`src/rtl/pgf_pkg.sv`:
```
package pgf_pkg;
  localparam int SYNC_STAGES = 2;
  localparam int MIN_FILTERED = 3;

  function automatic logic is_allpass(input logic en, input logic [3:0] limit);
    return !en || (limit < 4'(MIN_FILTERED));
  endfunction
endpackage

```
`src/rtl/pgf_sync.sv`:
```
module pgf_sync #(
  parameter int W      = 4,
  parameter int STAGES = 2
) (
  input  logic         clk,
  input  logic         rst,
  input  logic [W-1:0] d,
  output logic [W-1:0] q
);
  logic [W-1:0] chain [STAGES];

  always_ff @(posedge clk) begin
    if (rst) begin
      for (int s = 0; s < STAGES; s++) chain[s] <= '0;
    end else begin
      chain[0] <= d;
      for (int s = 1; s < STAGES; s++) chain[s] <= chain[s-1];
    end
  end

  assign q = chain[STAGES-1];
endmodule

```
`src/rtl/pgf_prescaler.sv`:
```
module pgf_prescaler #(
  parameter int PW = 4
) (
  input  logic          clk,
  input  logic          rst,
  input  logic [PW-1:0] div_in,
  output logic          tick
);
  logic [PW-1:0] cnt_q;
  logic [PW-1:0] div_q;

  always_ff @(posedge clk) begin
    if (rst) begin
      cnt_q <= '0;
      div_q <= '0;
      tick  <= 1'b0;
    end else if (cnt_q == div_q) begin
      cnt_q <= '0;
      div_q <= div_in;
      tick  <= 1'b1;
    end else begin
      cnt_q <= cnt_q + 1'b1;
      tick  <= 1'b0;
    end
  end

  // the counter never runs past the divider that is in use
  p_cnt_bound_r2: assert property (@(posedge clk) disable iff (rst)
    cnt_q <= div_q);

  // when the divider is nonzero, ticks are separated by idle cycles
  p_tick_gap_r2: assert property (@(posedge clk) disable iff (rst)
    (tick && div_q != '0) |=> !tick);

  // the divider changes only right after a tick boundary
  p_div_at_wrap_r2: assert property (@(posedge clk) disable iff (rst)
    (div_q != $past(div_q)) |-> tick);
endmodule

```
`src/rtl/pgf_line.sv`:
```
module pgf_line
  import pgf_pkg::*;
#(
  parameter int CW = 4
) (
  input  logic          clk,
  input  logic          rst,
  input  logic          tick,
  input  logic          din,
  input  logic          en,
  input  logic [CW-1:0] limit,
  output logic          lvl,
  output logic          rise,
  output logic          fall
);
  logic [CW-1:0] cnt_q;
  logic [CW-1:0] cnt_nxt;
  logic          lvl_nxt;
  logic          allpass;
  logic [CW:0]   cnt_inc;

  assign allpass = is_allpass(en, 4'(limit));
  assign cnt_inc = {1'b0, cnt_q} + 1'b1;

  always_comb begin
    lvl_nxt = lvl;
    cnt_nxt = cnt_q;
    if (din == lvl) begin
      cnt_nxt = '0;
    end else if (allpass) begin
      lvl_nxt = din;
      cnt_nxt = '0;
    end else if (tick) begin
      if (cnt_inc >= {1'b0, limit}) begin
        lvl_nxt = din;
        cnt_nxt = '0;
      end else begin
        cnt_nxt = cnt_inc[CW-1:0];
      end
    end
  end

  always_ff @(posedge clk) begin
    if (rst) begin
      cnt_q <= '0;
      lvl   <= 1'b0;
      rise  <= 1'b0;
      fall  <= 1'b0;
    end else begin
      cnt_q <= cnt_nxt;
      lvl   <= lvl_nxt;
      rise  <= lvl_nxt & ~lvl;
      fall  <= ~lvl_nxt & lvl;
    end
  end

  // in all-pass mode a differing input is taken on the next edge
  p_allpass_r3: assert property (@(posedge clk) disable iff (rst)
    (allpass && din != lvl) |=> (lvl == $past(din)));

  // in filtering mode the level holds through any cycle without a tick
  p_hold_r5: assert property (@(posedge clk) disable iff (rst)
    (!allpass && !tick) |=> (lvl == $past(lvl)));

  // the counter clears once the input agrees with the level
  p_cnt_clear_r5: assert property (@(posedge clk) disable iff (rst)
    (din == lvl) |=> (cnt_q == '0));

  // a rising pulse comes with a fresh 1 on the level
  p_rise_r7: assert property (@(posedge clk) disable iff (rst)
    rise |-> (lvl && !$past(lvl)));

  // a falling pulse comes with a fresh 0, never together with a rise
  p_fall_r8: assert property (@(posedge clk) disable iff (rst)
    fall |-> (!lvl && $past(lvl)));

  p_edge_excl_r8: assert property (@(posedge clk) disable iff (rst)
    $onehot0({rise, fall}));
endmodule

```
`src/rtl/pad_glitch_filter.sv`:
```
module pad_glitch_filter
  import pgf_pkg::*;
#(
  parameter int LINES = 4,
  parameter int PRE_W = 4,
  parameter int CNT_W = 4
) (
  input  logic                   clk,
  input  logic                   rst,
  input  logic [LINES-1:0]       pad_in,
  input  logic [PRE_W-1:0]       prescale,
  input  logic [LINES-1:0]       flt_en,
  input  logic [LINES*CNT_W-1:0] max_cnt,
  output logic [LINES-1:0]       level_out,
  output logic [LINES-1:0]       rise_out,
  output logic [LINES-1:0]       fall_out
);
  logic [LINES-1:0] pad_sync;
  logic             tick;

  pgf_sync #(.W(LINES), .STAGES(SYNC_STAGES)) u_sync (
    .clk (clk),
    .rst (rst),
    .d   (pad_in),
    .q   (pad_sync)
  );

  pgf_prescaler #(.PW(PRE_W)) u_presc (
    .clk    (clk),
    .rst    (rst),
    .div_in (prescale),
    .tick   (tick)
  );

  // line i reads its limit from bits [CNT_W*i +: CNT_W]
  for (genvar i = 0; i < LINES; i++) begin : g_line
    pgf_line #(.CW(CNT_W)) u_line (
      .clk   (clk),
      .rst   (rst),
      .tick  (tick),
      .din   (pad_sync[i]),
      .en    (flt_en[i]),
      .limit (max_cnt[CNT_W*i +: CNT_W]),
      .lvl   (level_out[i]),
      .rise  (rise_out[i]),
      .fall  (fall_out[i])
    );
  end

  // the cycle after reset is seen, every output is quiet
  p_reset_r1: assert property (@(posedge clk)
    $past(rst) |-> (level_out == '0 && rise_out == '0 && fall_out == '0));
endmodule

```
`config.mk`:
```
export PLATFORM = sky130hd
export DESIGN_NAME = pad_glitch_filter
export DESIGN_NICKNAME = d
export VERILOG_FILES = /design/src/rtl/pgf_pkg.sv /design/src/rtl/pgf_sync.sv /design/src/rtl/pgf_prescaler.sv /design/src/rtl/pgf_line.sv /design/src/rtl/pad_glitch_filter.sv
export SDC_FILE = /design/constraint.sdc
export NUM_CORES = 1
export LEC_CHECK = 0
export ABC_AREA = 0
export CAP_MARGIN = 40
export CELL_PAD_IN_SITES_DETAIL_PLACEMENT = 0
export CELL_PAD_IN_SITES_GLOBAL_PLACEMENT = 1
export CORE_MARGIN = 3
export CORE_UTILIZATION = 41
export CTS_BUF_LIST = sky130_fd_sc_hd__clkbuf_4
export DETAILED_ROUTE_END_ITERATION = 12
export GPL_TIMING_DRIVEN = 0
export PLACE_DENSITY = 0.84
export SYNTH_ARGS = -nofsm -noshare
export SYNTH_HDL_FRONTEND = slang
export SYNTH_SLANG_ARGS = --single-unit
export TNS_END_PERCENT = 50
```
`constraint.sdc`:
```
create_clock -name clk -period 2 [get_ports clk]
set_input_delay 0.3 -clock clk [delete_from_list [all_inputs] [get_ports clk]]
set_output_delay 0.3 -clock clk [all_outputs]
set_load 0.02 [all_outputs]
```
* Word-level counts from Yosys, hierarchy flattened
Memory sizes are Yosys's and may differ from the RTL's.
Cells that the tools add are included.
** Storage, ports and cells
- Register bits :: 37
- Bits in writable memories :: 8
- Output and inout port bits :: 12
- Logic and storage cells :: 95
- Memories kept :: 1
** Operators by class
- Add/sub/neg operators :: 5
- Magnitude comparators :: 8
- Equal/unequal tests :: 5
- Muxes and demuxes :: 26
- Bitwise gates (word level) :: 18
- Reduce and logical (&&, ||, !) cells :: 13
** Memories
- u_sync.chain :: depth 2, bits a word 4, rd ports 2, clocked after Yosys merged registers in 0, write ports 2, RTL line pgf_sync.sv:10 : logic [W-1:0] chain [STAGES];
** Operators with widths (number)
- $mux W4 :: 6
- $add A4 B1 Y5 const B :: 4
- $ge A5 B4 Y1 :: 4
- $mux W1 :: 20
- $lt A4 B2 Y1 const B :: 4
- $reduce_or A3 Y1 :: 4
- $and A1 B1 Y1 :: 8
- $not A1 Y1 :: 8
- $add A4 B1 Y4 const B :: 1
- $eq A1 B1 Y1 :: 4
- $eq A4 B4 Y1 :: 1
- $logic_not A1 Y1 :: 4
- $logic_or A1 B1 Y1 :: 4
- $or A1 B1 Y1 :: 2
- $reduce_or A2 Y1 :: 1

* Longest topological paths before layout
Gate-level depths: netlist (run 1).
- Word-level depth :: 8
- Gate-level depth with buffers :: 7
- Depth with buffers taken out :: 7

* Cells and area by module
A second synthesis (run 1) with hierarchy kept.
** Second synthesis, totals
- Cell total of the unflattened synthesis :: 244
- Area total of the unflattened synthesis :: 2327.2 sq um
** By module, submodules not included
- pgf_line :: times used 4, cells an instance 47, area each 422.9 sq um, seq. area each 140.1 sq um
- pgf_prescaler :: times used 1, cells an instance 36, area each 395.4 sq um, seq. area each 180.2 sq um
- pgf_sync :: times used 1, cells an instance 20, area each 240.2 sq um, seq. area each 160.2 sq um

* Worst setup path after synthesis (run 1)
Ideal clock, no wire load.
- Path kind :: flip-flop to flip-flop
- From :: register g_line[2].u_line.cnt_q[0]
- To :: register g_line[2].u_line.cnt_q[0]
- Arrival :: 1.639 ns
- Data required time :: 1.936 ns
- Slack :: 0.297 ns
- Cell stages (with the launch flop) :: 8
- Path buffers :: 0
- Clock period less this slack :: 1.703 ns
- Cell sequence :: dfxtp_1 > ha_1 > xor2_1 > ha_1 > o21ai_0 > o21ai_1 > a211o_2 > nor2_1
** On the way
- Cells in the longest elaborated chain, start to end :: 3
** Ends and longest elaborated chain
- from (decl) :: RTL line pgf_line.sv:16 : logic [CW-1:0] cnt_q;
- from (signal assigned) :: RTL line pgf_line.sv:50 : cnt_q <= cnt_nxt;
- $add A4 B1 Y5 (*) :: RTL line pgf_line.sv:23 : assign cnt_inc = {1'b0, cnt_q} + 1'b1;
- $ge A5 B4 Y1 :: RTL line pgf_line.sv:34 : if (cnt_inc >= {1'b0, limit}) begin
- $mux W4 (*) :: RTL line pgf_line.sv:34
Mark *: on every way between the ends. The rest lies on a longest branch, timed or not.
A chain may end at the register's enable or synchronous reset.

* Worst setup path after layout (run 1)
- From :: register g_line[2].u_line.cnt_q[1]
- To :: register g_line[2].u_line.cnt_q[0]
** On the way
- Cells in the longest elaborated chain, start to end :: 3
** Ends and longest elaborated chain (RTL line)
- $add A4 B1 Y5 :: pgf_line.sv:23
- $ge A5 B4 Y1 :: pgf_line.sv:34
- $mux W4 :: pgf_line.sv:34
Every way passes these cells.

==> flow_metrics.tcl, run 1 <==
set metrics [dict create \
    gp_congestion 0.7578 \
    grt_pass1_wl_um 6534 \
    n_antenna_cell 0 \
    die_w_um 81.42 \
    syn_nets 297 \
    cp.required_ns 2.29 \
    irDropWorstVdd_mv 0.5141 \
    yosysWarnings 0 \
    grt_max_degree 13 \
    setup_slack_ns 0.1410 \
    max_stage_delay_ns 0.40 \
    hpwlAfterDp_um 3044 \
    fin_crit_sh_pct 92.95 \
    drtIter0Drc 49 \
    slew_violations 0 \
    tightest_slew_ns 0.5073 \
    final_common_cell "clkdlybuf4s50_1" \
    ys_seq_area_share_pct 38.63 \
    fmax_mhz 537.9 \
    pre_cts_slack_ns -0.06999 \
    cts.sinks 45 \
    path_cells "ha_2 > xor2_1 > ha_1 > o21ai_0 > o21ai_1 > a211o_2 > nor2_1" \
    cts_hold_buf 0 \
    initial_core_util_pct 43.98 \
    syn_to_final_growth_pct 25.16 \
    worstSetupPathType "flip-flop to flip-flop" \
    cts_root_buffer "clkbuf_4" \
    wl_um 3965 \
    port_buffers 41 \
    nets 345 \
    hold_violations 0 \
    crit_buf_inv 0 \
    routed-via-count 1711 \
    fillers 494 \
    cts_buffer_depth 2 \
    io_pins 42 \
    p_leak_nw 1.209 \
    finalSetupViolCount 0 \
    final_cell_mix "41 x clkdlybuf4s50_1, 39 x dfxtp_1, 19 x ha_1, 17 x nor2_1, 16 x nand2b_1" \
    drc 0 \
    clk_latency_ns 0.34 \
    overflow 0 \
    grtUsageTotal_pct 12.71 \
    status "complete, no violations" \
    syn_inst 246 \
    crit_fanout 4 \
    ys_ff_latch 45 \
    h-tree-depth 2 \
    dr.pass1.iters 4 \
    avgSynthCellArea_um2 9.481 \
    grt_pass1_vias 1507 \
    critPathArrivalTime_ns 2.14 \
    dp.cells 357 \
    relSlewSlack_pct 66.18 \
    viasPerCell 4.688 \
    routedWlPerCell_um 10.86 \
    ant_nets 0 \
    synth_cell_types 26 \
    slowest_stage "dfxtp_1" \
    antenna_found_initial 0 \
    cp-start-kind "flip-flop" \
    std_cell_rows 26 \
    drive_gt1_share_pct 14.92 \
    die_y_um 81.42 \
    synth_area_mm2 0.002332 \
    tritoncts "yes" \
    clk_pin_slew_worst_paths_ns 0.12 \
    fin_util_pct 55.05 \
    fp.dieArea_mm2 0.006629 \
    power.density_mw_per_mm2 668.2 \
    fp.coreArea_mm2 0.005303 \
    cts_buffers 5 \
    worstSetupEndpointType "flip-flop" \
    cap_violations 0 \
    hp-class "flip-flop to flip-flop" \
    critical_path.top_delay_family "compound AO/OA/AOI/OAI gates" \
    fin_crit_ns 1.859 \
    fin_skew_ns 0.004364 \
    final_cells 365 \
]
## per-stage QoR
stage / power, mW / hold slack (ns) / area [um^2] / TNS [ns]
after detailed placement: 1.528 / 0.4223 / 2830 / -0.9299
after global placement: 1.522 / 0.4170 / 2830 / -0.5235
final: 1.951 / 0.4458 / 2919 / 0
after global routing: 2.078 / 0.4621 / 2919 / -0.05958
after CTS: 1.975 / 0.4429 / 2890 / 0
after floorplan: 1.375 / 0.4138 / 2332 / 0
## area by class of cell
cell class	count	area, um^2	area share (%)
plain buffers	18	113.9	3.901
clock buffers	8	60.06	2.057
inverters	12	45.04	1.543
multi-input cells	171	1289	44.15
flip-flops and latches	45	913.4	31.29
well taps	70	87.58	3.000
repair buffers	41	410.4	14.06
## path summary, 6_finish.rpt
kind                                           startpoint                   endpoint  slack [ns]  cells past startpoint
worst min register to register         u_sync.chain[0][3]         u_sync.chain[0][7]        0.45                      1
worst max-delay path            g_line[2].u_line.cnt_q[1]  g_line[2].u_line.cnt_q[0]        0.14                      7
worst max register to register  g_line[2].u_line.cnt_q[1]  g_line[2].u_line.cnt_q[0]        0.14                      7
worst min-delay path                   u_sync.chain[0][3]         u_sync.chain[0][7]        0.45                      1
## cell families (layout without fill, tap and decap cells)
family / Yosys count / count (layout) / share of synthesized area (%)
xor gates and xnor gates: 26 / 26 / 9.764
DFF: 45 / 45 / 38.63
muxes: 8 / 8 / 3.434
AOI/OAI and AO/OA: 32 / 32 / 10.30
adders and majority gates: 21 / 21 / 11.27
and+or+nand+nor: 84 / 84 / 19.80
buffers and inverters: 30 / 79 / 6.813
## layer usage
metal  track usage (%)  part of all wire [%]  vias up
met1             16.87                    50      747
met4             5.574                   1.7        0
met5                 0                     0        -
met3             3.289                   5.4        8
met2             19.38                    43       40
li1                  -                     -      916
## cells in the mapped netlist
library cell / n / area share, %
a31oi_1: 4 / 1.1
a21oi_1: 4 / 0.86
a21o_1: 4 / 1.3
dfxtp_1: 45 / 39
nand2b_4: 4 / 2.4
inv_1: 12 / 1.9
a22o_1: 4 / 1.5
buf_2: 1 / 0.21
mux2i_1: 8 / 3.4
nand2b_1: 16 / 4.3
nand2_1: 12 / 1.9
nand3_1: 9 / 1.9
nor3_1: 8 / 1.7
ha_1: 21 / 11
nand4_1: 5 / 1.3
nor2_1: 17 / 2.7
xnor2_1: 13 / 4.9
a211o_2: 4 / 1.7
buf_4: 12 / 3.9
o21ai_1: 4 / 0.86
a211oi_2: 4 / 2.1
and2_1: 3 / 0.80
nor2b_1: 10 / 2.7
clkbuf_1: 5 / 0.80
o21ai_0: 4 / 0.86
xor2_1: 13 / 4.9
## state kept, by name (all words and copies together), names as in the netlist
register,flops
g_line.u_line.lvl,4
g_line.u_line.rise,4
g_line.u_line.fall,4
u_presc.tick,1
u_presc.div_q,4
u_presc.cnt_q,4
g_line.u_line.cnt_q,16
u_sync.chain,8
## timing repair
item	4_1_cts	5_1_grt
resized for setup	0	14
endpoints found under the hold margin	0	0
buffers inserted	0	0
setup endpoints to repair	0	22
## report_power, final
| group | switching, mW | internal (mW) |
|---|---|---|
| logic | 0.232 | 0.247 |
| registers | 0.0553 | 0.972 |
| clock network | 0.264 | 0.181 |
| total | 0.551 | 1.40 |
Note: power is estimated with default switching activity, not from simulation.
==> run 2: changes to the inputs <==
==> constraint.sdc (replaced) <==
create_clock -name clk -period 2.09 [get_ports clk]
set_input_delay 0.3135 -clock clk [delete_from_list [all_inputs] [get_ports clk]]
set_output_delay 0.3135 -clock clk [all_outputs]
set_load 0.02 [all_outputs]
==> flow_metrics.tcl, run 2 (synthesis results as in run 1) <==
set metrics [dict create \
    status "complete, no violations" \
    rsz0062_at_grt "false" \
    worstSetupEndpointType "flip-flop" \
    initial_core_util_pct 43.98 \
    h-tree-depth 2 \
    worstSetupPathType "flip-flop to flip-flop" \
    path_cells "ha_1 > ha_1 > a211oi_2 > o21ai_1 > a21oi_1 > mux2i_1" \
    slew_violations 0 \
    ff2ff_setup_slack_ns 0.21 \
    relSlewSlack_pct 65.95 \
    fp.dieArea_mm2 0.006629 \
    port_buffers 41 \
    drive_gt1_share_pct 12.88 \
    finalSetupViolCount 0 \
    ant_nets 0 \
    drtIter0Drc 48 \
    cts_buffer_depth 2 \
    cts.sinks 45 \
    crit_fanout 5 \
    place_area_mm2 0.002830 \
    final_cells 365 \
    hp-class "flip-flop to flip-flop" \
    irDropWorstVdd_mv 0.4901 \
    grt_max_degree 13 \
    cts_root_buffer "clkbuf_4" \
    hold_slack_ns 0.4474 \
    cts.repair.resized 0 \
    largest-register "g_line.u_line.cnt_q" \
    clk_pin_slew_worst_paths_ns 0.12 \
    tightest_slew_ns 0.5108 \
    drc 0 \
    cts_buffers 5 \
    die_y_um 81.42 \
    p_leak_nw 1.213 \
    io_pins 42 \
    hold_violations 0 \
    slowest_stage "dfxtp_1" \
    cp-start-kind "flip-flop" \
    hpwlAfterDp_um 3044 \
    routed-via-count 1705 \
    grt_pass1_wl_um 6534 \
    syn_to_final_growth_pct 24.41 \
    fin_crit_ns 1.883 \
    dp.cells 357 \
    fp.coreArea_mm2 0.005303 \
    routedWlPerCell_um 10.79 \
    fin_setup_tns_ns 0 \
    gp_congestion 0.7578 \
    viasPerCell 4.671 \
    max_stage_delay_ns 0.44 \
    overflow 0 \
    fin_skew_ns 0.002741 \
    n_antenna_cell 0 \
    grt_pass1_vias 1507 \
    fmax_mhz 531.0 \
    ff_latch_area_um2 904.6 \
    reg.largest.list "g_line.u_line.cnt_q x16, u_sync.chain x8" \
    tritoncts "yes" \
    nets 345 \
    cp.required_ns 2.37 \
    largest_reg_flops 16 \
    std_cell_rows 26 \
    dr.pass1.iters 4 \
    final_cell_mix "42 x dfxtp_1, 41 x clkdlybuf4s50_1, 21 x ha_1, 17 x nor2_1, 16 x nand2b_1" \
    final_common_cell "dfxtp_1" \
    design_area_mm2 0.002902 \
    antenna_found_initial 0 \
    crit_top_cell "ha_1" \
    critPathArrivalTime_ns 2.17 \
    clk_latency_ns 0.34 \
    die_w_um 81.42 \
    grtUsageTotal_pct 12.71 \
    total_power_mw 1.864 \
    cts_hold_buf 0 \
    fillers 496 \
    cap_violations 0 \
    fin_crit_sh_pct 90.10 \
    power.density_mw_per_mm2 642.6 \
    wl_um 3939 \
    post-cts-setup-buffers 0 \
    multi_input_area_mm2 0.001280 \
]
## run 2: cell count changes in the layout (fill, tap and decap cells not counted), moves of 2 or more
cell and change:
dfxtp_4 -2, ha_2 -2, dfxtp_1 +3, ha_1 +2
## run 2: power by group
group | internal, mW | switching [mW] | leakage, nW
Combinational | 0.236 | 0.220 | 0.809
Clock | 0.173 | 0.250 | 0.0368
Sequential | 0.932 | 0.0529 | 0.368
## run 2: stage by stage
stage	setup WS, ns	utilization, %
4_1_cts	0.1443	54.51
3_5_place_dp	0.006512	53.37
2_1_floorplan	0.3873	-
5_1_grt	0.03465	54.72
6_report	0.2069	54.72
3_3_place_gp	0.02591	53.37
## run 2: routing by layer
metal / vias up / share of wire (%) / track usage (%)
met1: 748 / 51 / 16.87
met2: 33 / 42 / 19.38
met4: 0 / 1.7 / 5.574
met3: 8 / 5.3 / 3.289
li1: 916 / - / -
met5: - / 0 / 0
## run 2: path summary, 6_finish.rpt
path                                to                      start  cells past startpoint
setup / recovery  g_line[0].u_line.lvl  g_line[0].u_line.cnt_q[0]                      6
hold / removal      u_sync.chain[0][7]         u_sync.chain[0][3]                      1
setup reg to reg  g_line[0].u_line.lvl  g_line[0].u_line.cnt_q[0]                      6
hold reg to reg     u_sync.chain[0][7]         u_sync.chain[0][3]                      1
## run 2: critical path, delay by kind of cell, from the launching register on
family                     cells  cell delay (ns)
AOI/OAI and AO/OA              3             0.58
adders and majority gates      2             0.59
DFF                            1             0.44
muxes                          1             0.21
## run 2: area by class of cell
class / count / share of cell area [%]
multi-input combinational: 171 / 44.11
sequential: 45 / 31.18
timing repair buffer: 41 / 14.14
buffer: 18 / 3.924
tap: 70 / 3.019
clock buffer: 8 / 2.070
inverter: 12 / 1.552
